--- config.mk ---
export PLATFORM = sky130hd
export DESIGN_NAME = dfp_discriminator
export DESIGN_NICKNAME = d
export VERILOG_FILES = /design/src/rtl/dfp_pkg.sv /design/src/rtl/dfp_rate_front.sv /design/src/rtl/dfp_peak_hold.sv /design/src/rtl/dfp_classify.sv /design/src/rtl/dfp_discriminator.sv
export SDC_FILE = /design/constraint.sdc
export NUM_CORES = 1
export LEC_CHECK = 0
export BUFFER_PORTS_ARGS = -buffer_cell sky130_fd_sc_hd__buf_2
export CORE_MARGIN = 3
export CORE_UTILIZATION = 55
export CTS_BUF_LIST = sky130_fd_sc_hd__clkbuf_16
export DETAILED_ROUTE_END_ITERATION = 6
export PLACE_DENSITY = 0.73
export SYNTH_ARGS = -nofsm -noshare
export SYNTH_HDL_FRONTEND = slang
export SYNTH_HIERARCHICAL = 1
export SYNTH_SLANG_ARGS = --single-unit
--- constraint.sdc ---
create_clock -name clk -period 2.6 [get_ports clk]
set_input_delay 0.13 -clock clk [delete_from_list [all_inputs] [get_ports clk]]
set_output_delay 0.13 -clock clk [all_outputs]
set_load 0.02 [all_outputs]
--- src/rtl/dfp_pkg.sv ---
package dfp_pkg;
  typedef enum logic [1:0] {
    FT_NONE = 2'b00,
    FT_PG   = 2'b01,
    FT_NG   = 2'b10,
    FT_PP   = 2'b11
  } ftype_e;

  typedef enum logic [1:0] {
    ST_ARMED  = 2'b00,
    ST_WINDOW = 2'b01,
    ST_HOLD   = 2'b10
  } dstate_e;

  // peak-tracked channels
  localparam int NCH     = 4;
  localparam int CH_LINE = 0;
  localparam int CH_BUS  = 1;
  localparam int CH_IP   = 2;
  localparam int CH_IN   = 3;
  // trigger-only channel (current aerial)
  localparam int CH_IA   = 4;
  localparam int NRAW    = NCH + 1;
endpackage

--- src/rtl/dfp_rate_front.sv ---
module dfp_rate_front
  import dfp_pkg::*;
#(
  parameter int W = 16
) (
  input  logic signed [W-1:0] vlp_i,
  input  logic signed [W-1:0] vln_i,
  input  logic signed [W-1:0] vbp_i,
  input  logic signed [W-1:0] vbn_i,
  input  logic signed [W-1:0] ip_i,
  input  logic signed [W-1:0] in_i,
  input  logic [W:0]          trig_thr_i,
  output logic [W:0]          mag_o [NCH],
  output logic                trig_o
);
  localparam int MAG_W = W + 1;

  logic signed [MAG_W-1:0] raw [NRAW];
  logic        [MAG_W-1:0] mag [NRAW];

  // sign-extend by one bit so pole differences cannot overflow
  always_comb begin
    raw[CH_LINE] = $signed({vlp_i[W-1], vlp_i}) - $signed({vln_i[W-1], vln_i});
    raw[CH_BUS]  = $signed({vbp_i[W-1], vbp_i}) - $signed({vbn_i[W-1], vbn_i});
    raw[CH_IP]   = $signed({ip_i[W-1], ip_i});
    raw[CH_IN]   = $signed({in_i[W-1], in_i});
    raw[CH_IA]   = $signed({ip_i[W-1], ip_i}) - $signed({in_i[W-1], in_i});
  end

  for (genvar g = 0; g < NRAW; g++) begin : g_abs
    assign mag[g] = raw[g][MAG_W-1] ? MAG_W'(-raw[g]) : MAG_W'(raw[g]);
  end

  for (genvar g = 0; g < NCH; g++) begin : g_out
    assign mag_o[g] = mag[g];
  end

  assign trig_o = (mag[CH_IP] > trig_thr_i) ||
                  (mag[CH_IN] > trig_thr_i) ||
                  (mag[CH_IA] > trig_thr_i);
endmodule

--- src/rtl/dfp_peak_hold.sv ---
module dfp_peak_hold
  import dfp_pkg::*;
#(
  parameter int MAG_W = 17
) (
  input  logic             clk,
  input  logic             rst_n,
  input  logic             load_i,
  input  logic             upd_i,
  input  logic             clr_i,
  input  logic [MAG_W-1:0] mag_i    [NCH],
  output logic [MAG_W-1:0] pk_nx_o  [NCH]
);
  logic [MAG_W-1:0] pk    [NCH];
  logic [MAG_W-1:0] pk_nx [NCH];
  logic             en;

  assign en = clr_i | load_i | upd_i;

  for (genvar g = 0; g < NCH; g++) begin : g_ch
    always_comb begin
      if (clr_i)                         pk_nx[g] = '0;
      else if (load_i)                   pk_nx[g] = mag_i[g];
      else if (upd_i && mag_i[g] > pk[g]) pk_nx[g] = mag_i[g];
      else                               pk_nx[g] = pk[g];
    end

    always_ff @(posedge clk or negedge rst_n) begin
      if (!rst_n)  pk[g] <= '0;
      else if (en) pk[g] <= pk_nx[g];
    end

    assign pk_nx_o[g] = pk_nx[g];

    // every sample inside the window is covered by the held peak
    a_r3_peak_covers: assert property (@(posedge clk) disable iff (!rst_n)
      (upd_i && !load_i && !clr_i) |=> (pk[g] >= $past(mag_i[g])));

    // a load discards anything held from before the trigger
    a_r3_load_restarts: assert property (@(posedge clk) disable iff (!rst_n)
      (load_i && !clr_i) |=> (pk[g] == $past(mag_i[g])));
  end
endmodule

--- src/rtl/dfp_classify.sv ---
module dfp_classify
  import dfp_pkg::*;
#(
  parameter int MAG_W = 17,
  parameter int TOL_W = 4
) (
  input  logic [MAG_W-1:0] pk_line_i,
  input  logic [MAG_W-1:0] pk_bus_i,
  input  logic [MAG_W-1:0] pk_p_i,
  input  logic [MAG_W-1:0] pk_n_i,
  input  logic [TOL_W-1:0] tol_i,
  input  logic             dir_en_i,
  input  logic [MAG_W-1:0] thr_pg_i,
  input  logic [MAG_W-1:0] thr_pp_i,
  output logic             fwd_o,
  output ftype_e           ftype_o,
  output logic             trip_o
);
  localparam int MULT_W = TOL_W + 5;
  localparam int PROD_W = MAG_W + MULT_W;

  logic [MULT_W-1:0] k_hi, k_lo;
  logic [PROD_W-1:0] line10, bus_hi, p10, n_hi, n_lo;
  logic [MAG_W-1:0]  thr_sel;

  always_comb begin
    k_hi = MULT_W'(10) + MULT_W'(tol_i);
    k_lo = (MULT_W'(tol_i) >= MULT_W'(10)) ? '0 : (MULT_W'(10) - MULT_W'(tol_i));

    line10 = PROD_W'(pk_line_i) * PROD_W'(10);
    bus_hi = PROD_W'(pk_bus_i)  * PROD_W'(k_hi);
    p10    = PROD_W'(pk_p_i)    * PROD_W'(10);
    n_hi   = PROD_W'(pk_n_i)    * PROD_W'(k_hi);
    n_lo   = PROD_W'(pk_n_i)    * PROD_W'(k_lo);

    fwd_o = !dir_en_i || (line10 > bus_hi);

    if (p10 > n_hi)      ftype_o = FT_PG;
    else if (p10 < n_lo) ftype_o = FT_NG;
    else                 ftype_o = FT_PP;

    thr_sel = (ftype_o == FT_PP) ? thr_pp_i : thr_pg_i;
    trip_o  = fwd_o && (pk_line_i > thr_sel);
  end
endmodule

--- src/rtl/dfp_discriminator.sv ---
module dfp_discriminator
  import dfp_pkg::*;
#(
  parameter int W           = 16,
  parameter int WIN_SAMPLES = 10,
  parameter int TOL_W       = 4
) (
  input  logic                clk,
  input  logic                rst_n,
  input  logic                smp_valid,
  input  logic                clr,
  input  logic                dir_en,
  input  logic [TOL_W-1:0]    tol_tenths,
  input  logic [W:0]          trig_thr,
  input  logic [W:0]          thr_pg,
  input  logic [W:0]          thr_pp,
  input  logic signed [W-1:0] vlp_rate,
  input  logic signed [W-1:0] vln_rate,
  input  logic signed [W-1:0] vbp_rate,
  input  logic signed [W-1:0] vbn_rate,
  input  logic signed [W-1:0] ip_rate,
  input  logic signed [W-1:0] in_rate,
  output logic                busy,
  output logic                done,
  output logic                fwd,
  output logic [1:0]          ftype,
  output logic                trip
);
  localparam int MAG_W = W + 1;
  localparam int CNT_W = $clog2(WIN_SAMPLES + 1);

  // reset: asserted asynchronously, released on the clock
  logic [1:0] rst_sync;
  logic       rst_q;
  always_ff @(posedge clk or negedge rst_n) begin
    if (!rst_n) rst_sync <= '0;
    else        rst_sync <= {rst_sync[0], 1'b1};
  end
  assign rst_q = rst_sync[1];

  // front end
  logic [MAG_W-1:0] mag   [NCH];
  logic [MAG_W-1:0] pk_nx [NCH];
  logic             trig;

  dfp_rate_front #(.W(W)) u_front (
    .vlp_i      (vlp_rate),
    .vln_i      (vln_rate),
    .vbp_i      (vbp_rate),
    .vbn_i      (vbn_rate),
    .ip_i       (ip_rate),
    .in_i       (in_rate),
    .trig_thr_i (trig_thr),
    .mag_o      (mag),
    .trig_o     (trig)
  );

  // sequencing
  dstate_e    st, st_nx;
  logic [CNT_W-1:0] cnt, cnt_nx, cnt_inc;
  logic       start, upd, last, st_en;

  always_comb begin
    start   = (st == ST_ARMED)  && smp_valid && trig && !clr;
    upd     = (st == ST_WINDOW) && smp_valid && !clr;
    cnt_inc = start ? CNT_W'(1) : (cnt + CNT_W'(1));
    last    = (start || upd) && (cnt_inc == CNT_W'(WIN_SAMPLES));

    st_nx  = st;
    cnt_nx = cnt;
    if (clr) begin
      st_nx  = ST_ARMED;
      cnt_nx = '0;
    end else if (start || upd) begin
      cnt_nx = cnt_inc;
      st_nx  = last ? ST_HOLD : ST_WINDOW;
    end
    st_en = clr || start || upd;
  end

  always_ff @(posedge clk or negedge rst_q) begin
    if (!rst_q) begin
      st  <= ST_ARMED;
      cnt <= '0;
    end else if (st_en) begin
      st  <= st_nx;
      cnt <= cnt_nx;
    end
  end

  dfp_peak_hold #(.MAG_W(MAG_W)) u_peaks (
    .clk     (clk),
    .rst_n   (rst_q),
    .load_i  (start),
    .upd_i   (upd),
    .clr_i   (clr),
    .mag_i   (mag),
    .pk_nx_o (pk_nx)
  );

  logic   cls_fwd, cls_trip;
  ftype_e cls_type;

  dfp_classify #(.MAG_W(MAG_W), .TOL_W(TOL_W)) u_cls (
    .pk_line_i (pk_nx[CH_LINE]),
    .pk_bus_i  (pk_nx[CH_BUS]),
    .pk_p_i    (pk_nx[CH_IP]),
    .pk_n_i    (pk_nx[CH_IN]),
    .tol_i     (tol_tenths),
    .dir_en_i  (dir_en),
    .thr_pg_i  (thr_pg),
    .thr_pp_i  (thr_pp),
    .fwd_o     (cls_fwd),
    .ftype_o   (cls_type),
    .trip_o    (cls_trip)
  );

  // result registers
  logic       res_fwd_nx, res_trip_nx, res_en;
  logic [1:0] res_type_nx;

  always_comb begin
    res_en      = clr || last;
    res_fwd_nx  = clr ? 1'b0  : cls_fwd;
    res_trip_nx = clr ? 1'b0  : cls_trip;
    res_type_nx = clr ? 2'b00 : cls_type;
  end

  always_ff @(posedge clk or negedge rst_q) begin
    if (!rst_q) begin
      fwd   <= 1'b0;
      trip  <= 1'b0;
      ftype <= 2'b00;
    end else if (res_en) begin
      fwd   <= res_fwd_nx;
      trip  <= res_trip_nx;
      ftype <= res_type_nx;
    end
  end

  assign busy = (st == ST_WINDOW);
  assign done = (st == ST_HOLD);

  // a result exists exactly when a fault type is reported
  a_r4_type_with_done: assert property (@(posedge clk) disable iff (!rst_q)
    done |-> (ftype != 2'b00));
  a_r1_idle_no_type: assert property (@(posedge clk) disable iff (!rst_q)
    !done |-> (ftype == 2'b00 && !trip && !fwd));

  // trip only on a forward verdict
  a_r6_trip_forward: assert property (@(posedge clk) disable iff (!rst_q)
    trip |-> fwd);

  // a non-triggering sample keeps the unit armed
  a_r2_no_false_start: assert property (@(posedge clk) disable iff (!rst_q)
    (st == ST_ARMED && smp_valid && !trig) |=> (st == ST_ARMED));

  // window count stays inside its bound
  a_r3_cnt_bound: assert property (@(posedge clk) disable iff (!rst_q)
    busy |-> (cnt != '0 && cnt < CNT_W'(WIN_SAMPLES)));

  // results frozen while held
  a_r7_latched: assert property (@(posedge clk) disable iff (!rst_q)
    (done && !clr) |=> (done && $stable(fwd) && $stable(ftype) && $stable(trip)));

  // clear wins
  a_r8_clear: assert property (@(posedge clk) disable iff (!rst_q)
    clr |=> (!busy && !done && ftype == 2'b00));
endmodule

==> summary by stage, run 1 <==
Run status
The flow ran to the end, but the final reports show violations. The final reports fail on setup timing.

Synth
The share of async-settable or async-resettable flops after synthesis is 100%. The number of warnings reported in the yosys synthesis log is 6. The summed instance area of the synthesized netlist is 25000 sq um. The fraction of the yosys area taken by sequential cells is under 10%. Of all cell types, the one taking the most synthesized area is sky130_fd_sc_hd__ha_1. The area share of the leading cell type in the synthesized netlist is 21.8%.

The post-synthesis instance total is roughly 3100. The main flop type after synthesis is sky130_fd_sc_hd__dfrtp_1. The count of state elements after synthesis is 80.

After synthesis, the netlist uses 98 different library cells. By area the synthesized netlist is led by sky130_fd_sc_hd__ha_1, sky130_fd_sc_hd__fa_1, sky130_fd_sc_hd__dfrtp_1, sky130_fd_sc_hd__inv_1, sky130_fd_sc_hd__xnor2_1. Counting flops with a built-in enable in the synthesized netlist gives 0. The average footprint of a synthesized cell is 8.12 sq um.

Routing
Before antenna repair, the detailed router went through 6 iterations. The detailed router finished its first iteration with 2537 violations. The final layout contains routed wiring with a total length of 92.4 mm. The average wire per cell in the routed design is 19.4 microns. The count of vias placed by the detailed router is 28500. The remaining routing DRC violations is 0. Once detail routing completed, the nets flagged for antenna violations numbered 0. Dividing the detail-routed via count by the number of cells gives 5.98.

Critical path
The critical path data arrival time is 12.99 ns. STA puts the critical path data required time at 2.88 ns. For this run, the slowest stage of the critical path takes 0.53 ns. The type of element capturing the critical path is a flop. The cell with the largest stage delay on the worst path is sky130_fd_sc_hd__fa_1. The worst setup path is launched from a primary input. The cell family with the largest share of critical-path delay is compound AO/OA/AOI/OAI gates. The largest fanout on the critical path is 7.

Together, buffers and inverters on the worst path number 11. The critical path start-end classification is primary input to flop.

Power
For this design the ratio of total power to cell area is 451 nW/um^2. The leakage dissipation is 19.5 nW. The worst voltage drop across the vdd grid is around 0.65 mV.

Cells and area
The ratio of cells with drive above 1 in the final layout is 36.3%. The final layout contains 4942 nets. The most common library cell in the layout ignoring fill and taps is sky130_fd_sc_hd__buf_4. In the layout the commonest cells are sky130_fd_sc_hd__buf_4, sky130_fd_sc_hd__ha_1, sky130_fd_sc_hd__inv_1. The number of standard cells in the final layout excluding fillers is roughly 4800. The area growth from synthesis to layout is 44.3%.

The finished cells cover 36100 sq um.

Timing
Clock skew on the completed layout was measured at between 0.015 and 0.02 ns. Setup violations remaining at the end of the flow were counted as between 70 and 80. The final hold violation count came to 0.

The headroom to the max-slew limit is between 40% and 50%. The count of final max-slew check failures is 0. The worst-case hold slack is between 0.04 and 0.05 ns. The least setup slack across all paths after layout is -10.11 ns. Setup repair after global routing could not meet its margin everywhere.

For the finished layout, the period the worst path requires is 12.71 ns. The final critical path takes up 489% of the cycle. In the final timing run, aggregate negative setup slack is -235.40 ns. Derived from the worst setup path, the maximum achievable clock frequency is 78.7 MHz. The transition time at the pin with the least slew margin is 0.854 ns.

Die
The die covers 48100 sq um. Pin placement for this block handled roughly 160 I/O pins. The initialized floorplan defines 77 standard-cell rows. The horizontal extent of the die is 219 microns. The initial utilization of the core area, before any placement, comes to 56.1%. The core box area is 44600 sq um. The die is 219 microns tall.

Hold path
The path class of the tightest hold or removal check is primary input to asynchronous set/reset pin.

GRT
The first global-routing pass estimated 139 mm of wire. The largest net degree at the start of global routing is 53. The number of antenna violations at the first check in global routing is 0. The via count of the first global-routing pass is 28600. Summed over all layers, the global routing overflow is 0. The aggregate global-route resource usage is about 36%.

Clock network
The maximum buffer depth of the clock tree is 2. TritonCTS built the clock tree. The deepest level of the CTS H-tree is 3.

The number of clock buffers added by TritonCTS is 9. The cell sitting at the root of the clock tree is a sky130_fd_sc_hd__clkbuf_16. At the later pin of the worst-skew pair, clock insertion delay measures 0.39 ns. Counting every sink on the clock net gives 80.

The clock input transition at the sequential cells of the worst setup and hold paths is roughly 0.070 ns.

Placement
Before CTS, the worst setup slack after placement is -10.34 ns. Routability-driven placement finished with a final weighted congestion of 0.989. The cell area after placement is 33300 sq um. The wire-length estimate of the detail-placed layout is 68.6 mm. The number of port buffers is 161. Counting tap cells, the placed design contains a total of about 4600 instances.

Job
Max-cap violations in this run came to 0.
-- worst register-to-register path: cells and delay by family (launching register included) --
| kind | cells | cell delay, ns |
|---|---|---|
| and+or+nand+nor | 14 | 2.56 |
| xor gates and xnor gates | 2 | 0.29 |
| AOI/OAI and AO/OA | 16 | 2.82 |
| buffers and inverters | 8 | 0.89 |
| adders and majority gates | 8 | 2.88 |
| muxes | 2 | 0.40 |
| DFF | 1 | 0.35 |
-- final timing paths --
kind / start / to / slack (ns) / depth (start not counted)
min in group clk: ip_rate[0] / u_peaks/pk[17] / 0.15 / 3
max in group asynchronous: rst_sync[1] / u_peaks/pk[49] / 1.57 / 1
min: rst_n / rst_sync[1] / 0.05 / 2
max reg2reg: u_peaks/pk[15] / trip / -7.67 / 50
max: ip_rate[0] / trip / -10.11 / 68
min reg2reg: rst_sync[1] / u_peaks/pk[16] / 0.34 / 0
-- cell usage after synthesis (8+ instances only) --
cell and n:
sky130_fd_sc_hd__inv_1 416, sky130_fd_sc_hd__a21oi_1 194, sky130_fd_sc_hd__nor2b_1 74, sky130_fd_sc_hd__o21ai_0 120, sky130_fd_sc_hd__and3_1 19, sky130_fd_sc_hd__o31ai_1 14
sky130_fd_sc_hd__mux2_2 11, sky130_fd_sc_hd__a21o_1 70, sky130_fd_sc_hd__xnor2_1 124, sky130_fd_sc_hd__o21a_1 34, sky130_fd_sc_hd__a211oi_1 14, sky130_fd_sc_hd__clkbuf_1 82
sky130_fd_sc_hd__nor3_1 47, sky130_fd_sc_hd__nand2_1 281, sky130_fd_sc_hd__a22o_1 33, sky130_fd_sc_hd__ha_1 437, sky130_fd_sc_hd__mux2i_1 48, sky130_fd_sc_hd__o211ai_1 23
sky130_fd_sc_hd__o21bai_1 14, sky130_fd_sc_hd__nor4_1 13, sky130_fd_sc_hd__and2_1 65, sky130_fd_sc_hd__nand3b_1 36, sky130_fd_sc_hd__dfrtp_1 80, sky130_fd_sc_hd__a21boi_0 8
sky130_fd_sc_hd__o21ai_1 12, sky130_fd_sc_hd__nand4_1 43, sky130_fd_sc_hd__a31oi_1 14, sky130_fd_sc_hd__nand3_1 58, sky130_fd_sc_hd__o41ai_1 8, sky130_fd_sc_hd__a211o_1 68
sky130_fd_sc_hd__fa_1 187, sky130_fd_sc_hd__or3_1 15, sky130_fd_sc_hd__nor2_1 163, sky130_fd_sc_hd__xor2_1 64, sky130_fd_sc_hd__nand2b_1 35
-- metal layers --
| metal | GRT usage (%) | part of all wire, % | vias to the layer above |
|---|---|---|---|
| met5 | 0 | 0 | - |
| met3 | 5.25 | 7.9 | 454 |
| met1 | 42.3 | 37 | 13600 |
| li1 | - | - | 12900 |
| met2 | 63.1 | 49 | 1525 |
| met4 | 16.7 | 6.0 | 0 |
-- final cells by class --
class | instances | area [sq um]
Timing Repair Buffer | 1166 | 8920
Fill cell | 2599 | 8500
Tap cell | 592 | 741
Antenna cell | 2 | 5.00
Multi-Input combinational cell | 2488 | 22600
Inverter | 417 | 1580
Sequential cell | 80 | 2010
Clock buffer | 9 | 225
Clock inverter | 7 | 40.0
-- registers in the layout (all words and copies together) (netlist names) --
name and count:
u_peaks/pk 68, cnt 4, ftype 2, rst_sync 2, st 2, fwd 1
trip 1
-- per-stage QoR --
| step | power (W) | utilization [%] |
|---|---|---|
| 2_1_floorplan | 0.00858 | - |
| 3_3_place_gp | 0.0126 | 74.8 |
| 3_5_place_dp | 0.0132 | 74.8 |
| 4_1_cts | 0.0152 | 78.7 |
| 5_1_grt | 0.0174 | 80.9 |
| 6_report | 0.0163 | 81.0 |
-- repair_timing --
item | 4_1_cts | 5_1_grt
resized for setup | 192 | 129
pin swaps | 158 | 125
gates cloned | 6 | 2
endpoints found under the hold margin | 2 | 0
endpoints found under the setup margin | 77 | 77
buffers inserted | 74 | 59
hold buffers | 1 | 0
-- power by group --
group          switching (W)  internal, W
Clock               0.000612     0.000636
Combinational        0.00689      0.00662
Sequential          0.000129      0.00140
-- logic make-up (layout without fill, tap and decap cells) --
| group | after synthesis | in the layout | synth area share (%) |
|---|---|---|---|
| mux | 61 | 61 | 2.52 |
| xor+xnor | 190 | 190 | 6.71 |
| compound gates | 716 | 716 | 19.8 |
| buf+inv | 518 | 1599 | 8.12 |
| flops | 80 | 80 | 8.00 |
| simple gates | 892 | 892 | 18.0 |
| other cells | 2 | 7 | 0.0300 |
| fa+ha+maj | 624 | 624 | 36.8 |
Power figures use the tool's default switching activity.
==> inputs of run 2 (changes only) <==
--- a/config.mk
+++ b/config.mk
@@ -6,11 +6,10 @@
 export NUM_CORES = 1
 export LEC_CHECK = 0
 export BUFFER_PORTS_ARGS = -buffer_cell sky130_fd_sc_hd__buf_2
-export CORE_MARGIN = 3
 export CORE_UTILIZATION = 55
 export CTS_BUF_LIST = sky130_fd_sc_hd__clkbuf_16
 export DETAILED_ROUTE_END_ITERATION = 6
-export PLACE_DENSITY = 0.73
+export PLACE_DENSITY_LB_ADDON = 0.1
 export SYNTH_ARGS = -nofsm -noshare
 export SYNTH_HDL_FRONTEND = slang
 export SYNTH_HIERARCHICAL = 1
==> summary by stage, run 2 (synthesis results as in run 1) <==
Run status
The run finished, with violations left. The checks that failed: setup timing.

Cells and area
The layout filler cell count was 3021 (+16%). More flip-flops sit in one register than any other, and that register is u_peaks/pk. The final core utilization was 80.6% (-0.37 points). The largest registers in the layout are u_peaks/pk: 68 flops, cnt: 4 flops.

The area growth from synthesis to layout is 43.3%. Leaving out fill and tap cells, the most frequent cells in the layout are sky130_fd_sc_hd__buf_4, sky130_fd_sc_hd__ha_1, sky130_fd_sc_hd__inv_1. The ratio of cells with drive above 1 in the final layout was 35.4% (-0.87 points). The number of flip-flops in the largest register is 68 (unchanged). The most common library cell in the layout ignoring fill and taps is sky130_fd_sc_hd__buf_4. The final instance area is 35900 sq um (-0.67%). The count of nets after finishing was 4909 (-0.67%).

Die
The starting density of the core came to 56.2% (+0.12 points). The core box area is 44500 sq um (-0.22%). The number of top-level pins was 162 (unchanged). The overall die area is 46400 sq um (-3.6%).

The horizontal extent of the die is 215 microns (-1.8%). The count of standard-cell rows is 77 (unchanged). The overall die height is 215 microns (-1.8%).

Clock network
The deepest level of the CTS H-tree is 3 (unchanged). The clock latency of the later-clocked register in the worst-skew pair came to 0.40 ns (about the same). The maximum buffer depth of the clock tree is 2 (unchanged).

The clock tree from TritonCTS is done. The total CTS buffers is 9 (unchanged). The number of clock sinks is 80 (unchanged). The tree is rooted in a sky130_fd_sc_hd__clkbuf_16. The clock input transition at the sequential cells of the worst setup and hold paths came to 0.07 ns (about the same).

Power
The combinational group share of total power is 82.1% (-0.9 points). The fraction of power spent switching nets was 46.4% (-0.43 points). The sequential share of power came to 9.0% (-0.4 points). The power per cell area is 469 nW/um^2 (+4.1%).

The internal portion of total power is 0.00902 W (+4.2%). The power share of the clock group is 8.9% (+1.2 points). The leakage dissipation is 19.4 nW (-0.80%). The net switching power figure is 0.00781 W (+2.4%). The worst voltage drop across the vdd grid came to 0.562 mV (-13%).

Timing
The sum of negative setup slack is -210.27 ns (+25.13 ns). The transition time at the pin with the least slew margin is 1.19 ns (+0.334 ns). The worst clock skew on the final layout is 0.0125 ns (-0.00254 ns). The count of final max-slew check failures was 0 (unchanged). The number of endpoints failing setup at the final stage is 77 (unchanged).

The final hold violation count is 0 (unchanged). The final period demand of the worst path came to 12.18 ns (-0.537 ns). Setup repair after global routing could not meet its margin everywhere.

The maximum clock frequency is 82.1 MHz (+4.4%). The least setup slack across all paths after layout is -9.58 ns (+0.537 ns). The headroom to the max-slew limit is 20.8% (-22 points).

The share of the clock period used by the worst path is 468% (-21 points).

Placement
The placement-stage worst setup slack is -10.39 ns (-0.0509 ns). The cell area after placement is 33400 sq um (+0.26%). The estimated wirelength of the detail-placed design is 68.3 mm (-0.36%).

The placer's final routability congestion estimate came to 0.998 (+0.88%). The number of port buffers came to 161 (unchanged).

GRT
The via count of the first global-routing pass is 27400 (-4.2%). The aggregate global-route resource usage was 35.4% (-0.17 points). The number of antenna violations at the first check in global routing was 1 (+1). The wire length of the first global-routing pass is 133 mm (-3.9%). The global route total overflow is 0 (unchanged). The largest net degree at the start of global routing is 86 (+62%).

Critical path
The number of cells on the worst reg-to-reg path is 51 (+2.0%). Tracing the worst setup path back leads to its startpoint at ip_rate[0]. The source of the worst register-to-register timing path is u_peaks/pk[12]. The reg-to-reg setup timing slack is -7.56 ns (+0.11 ns).

The cell with the largest stage delay on the worst path is sky130_fd_sc_hd__fa_1. The critical path data required time came to 2.88 ns (about the same). The largest fanout on the critical path was 11 (+4).

The worst setup path is captured at a flop. The kind of start point of the critical path is a primary input. In this run the critical register-to-register path is captured at trip.

The stage delay of the slowest cell on the critical path is 0.55 ns (+0.02 ns). The critical path data arrival time came to 12.46 ns (-0.53 ns). The critical path in this run is classified as primary input to flop.

Routing
The count of TritonRoute iterations in the first routing pass was 5 (-1). The remaining routing DRC violations came to 0 (unchanged). The average wire per cell in the routed design is 18.3 microns (-5.6%). The count of vias placed by the detailed router was 27100 (-4.9%). The number of nets with antenna violations after detailed routing came to 0 (unchanged). The violation count after the first detailed-routing iteration was 1783 (-30%). The post-detailed-route via-to-cell ratio is 5.73 (-4.3%). The overall routed net length is 86.6 mm (-6.3%).

Hold path
The worst min-delay path category is primary input to asynchronous set/reset pin.

Job
The count of max-cap constraint violations is 0 (unchanged).
run 2: cell count changes in the layout (fill, tap and decap cells not counted), moves of 8 or more:
cell | previous run | this run
sky130_fd_sc_hd__o21ai_2 | 26 | 13
sky130_fd_sc_hd__nand3_4 | 5 | 15
sky130_fd_sc_hd__buf_6 | 43 | 68
sky130_fd_sc_hd__buf_4 | 930 | 878
sky130_fd_sc_hd__nand2_1 | 227 | 235
sky130_fd_sc_hd__nand3_2 | 12 | 3
run 2: area by class of cell:
type,count,area [sq um],area share [%]
Multi-Input combinational cell,2488,22600,62.9
Timing Repair Buffer,1133,8650,24.1
Sequential cell,80,2010,5.59
Inverter,417,1580,4.40
Tap cell,592,741,2.07
Clock buffer,9,225,0.628
Clock inverter,7,93.8,0.262
Antenna cell,1,2.50,0.00698
run 2: worst max-delay path: cells and delay by family:
family | cells | cell delay, ns
compound gates | 27 | 5.01
mux | 2 | 0.47
fa+ha+maj | 9 | 3.06
simple gates | 12 | 1.66
buf+inv | 13 | 1.61
xor+xnor | 3 | 0.49
run 2: worst max-delay path by stage:
stage                end  slack, ns  cells past startpoint
global route        trip     -10.14                     70
detailed placement  trip     -10.39                     66
finish              trip      -9.58                     66
floorplan           trip      -9.06                     67
global placement    trip      -9.96                     67
CTS                 trip      -9.31                     67
run 2: through the flow:
| step | std cells | hold WS, ns | power [W] |
|---|---|---|---|
| 2_1_floorplan | 3086 | -0.166 | 0.00858 |
| 3_3_place_gp | 4617 | -0.0856 | 0.0129 |
| 3_5_place_dp | 4617 | -0.0787 | 0.0134 |
| 4_1_cts | 4681 | 0.0381 | 0.0157 |
| 5_1_grt | 4727 | 0.0557 | 0.0179 |
| 6_report | 4727 | 0.0598 | 0.0168 |
run 2: metal layers:
layer	track usage, %	vias up	part of all wire [%]
met5	0	-	0
met4	14.4	0	4.9
met3	4.87	281	6.7
met2	61.5	977	48
met1	44.0	13000	40
li1	-	12800	-
run 2: what timing repair did:
action	4_1_cts	5_1_grt
gates resized for setup	191	124
hold buffers	1	0
cloned	1	0
pin swaps	111	67
setup endpoints to repair	77	77
buffers inserted	46	47
hold endpoints to repair	2	0
run 2: power groups by stage:
stage	sequential (W)	combinational [W]	clock (W)
finish	0.00152	0.0138	0.00150
detailed placement	0.00152	0.0119	0
floorplan	0.00151	0.00707	0
global placement	0.00151	0.0114	0
global route	0.00153	0.0149	0.00156
CTS	0.00150	0.0127	0.00152
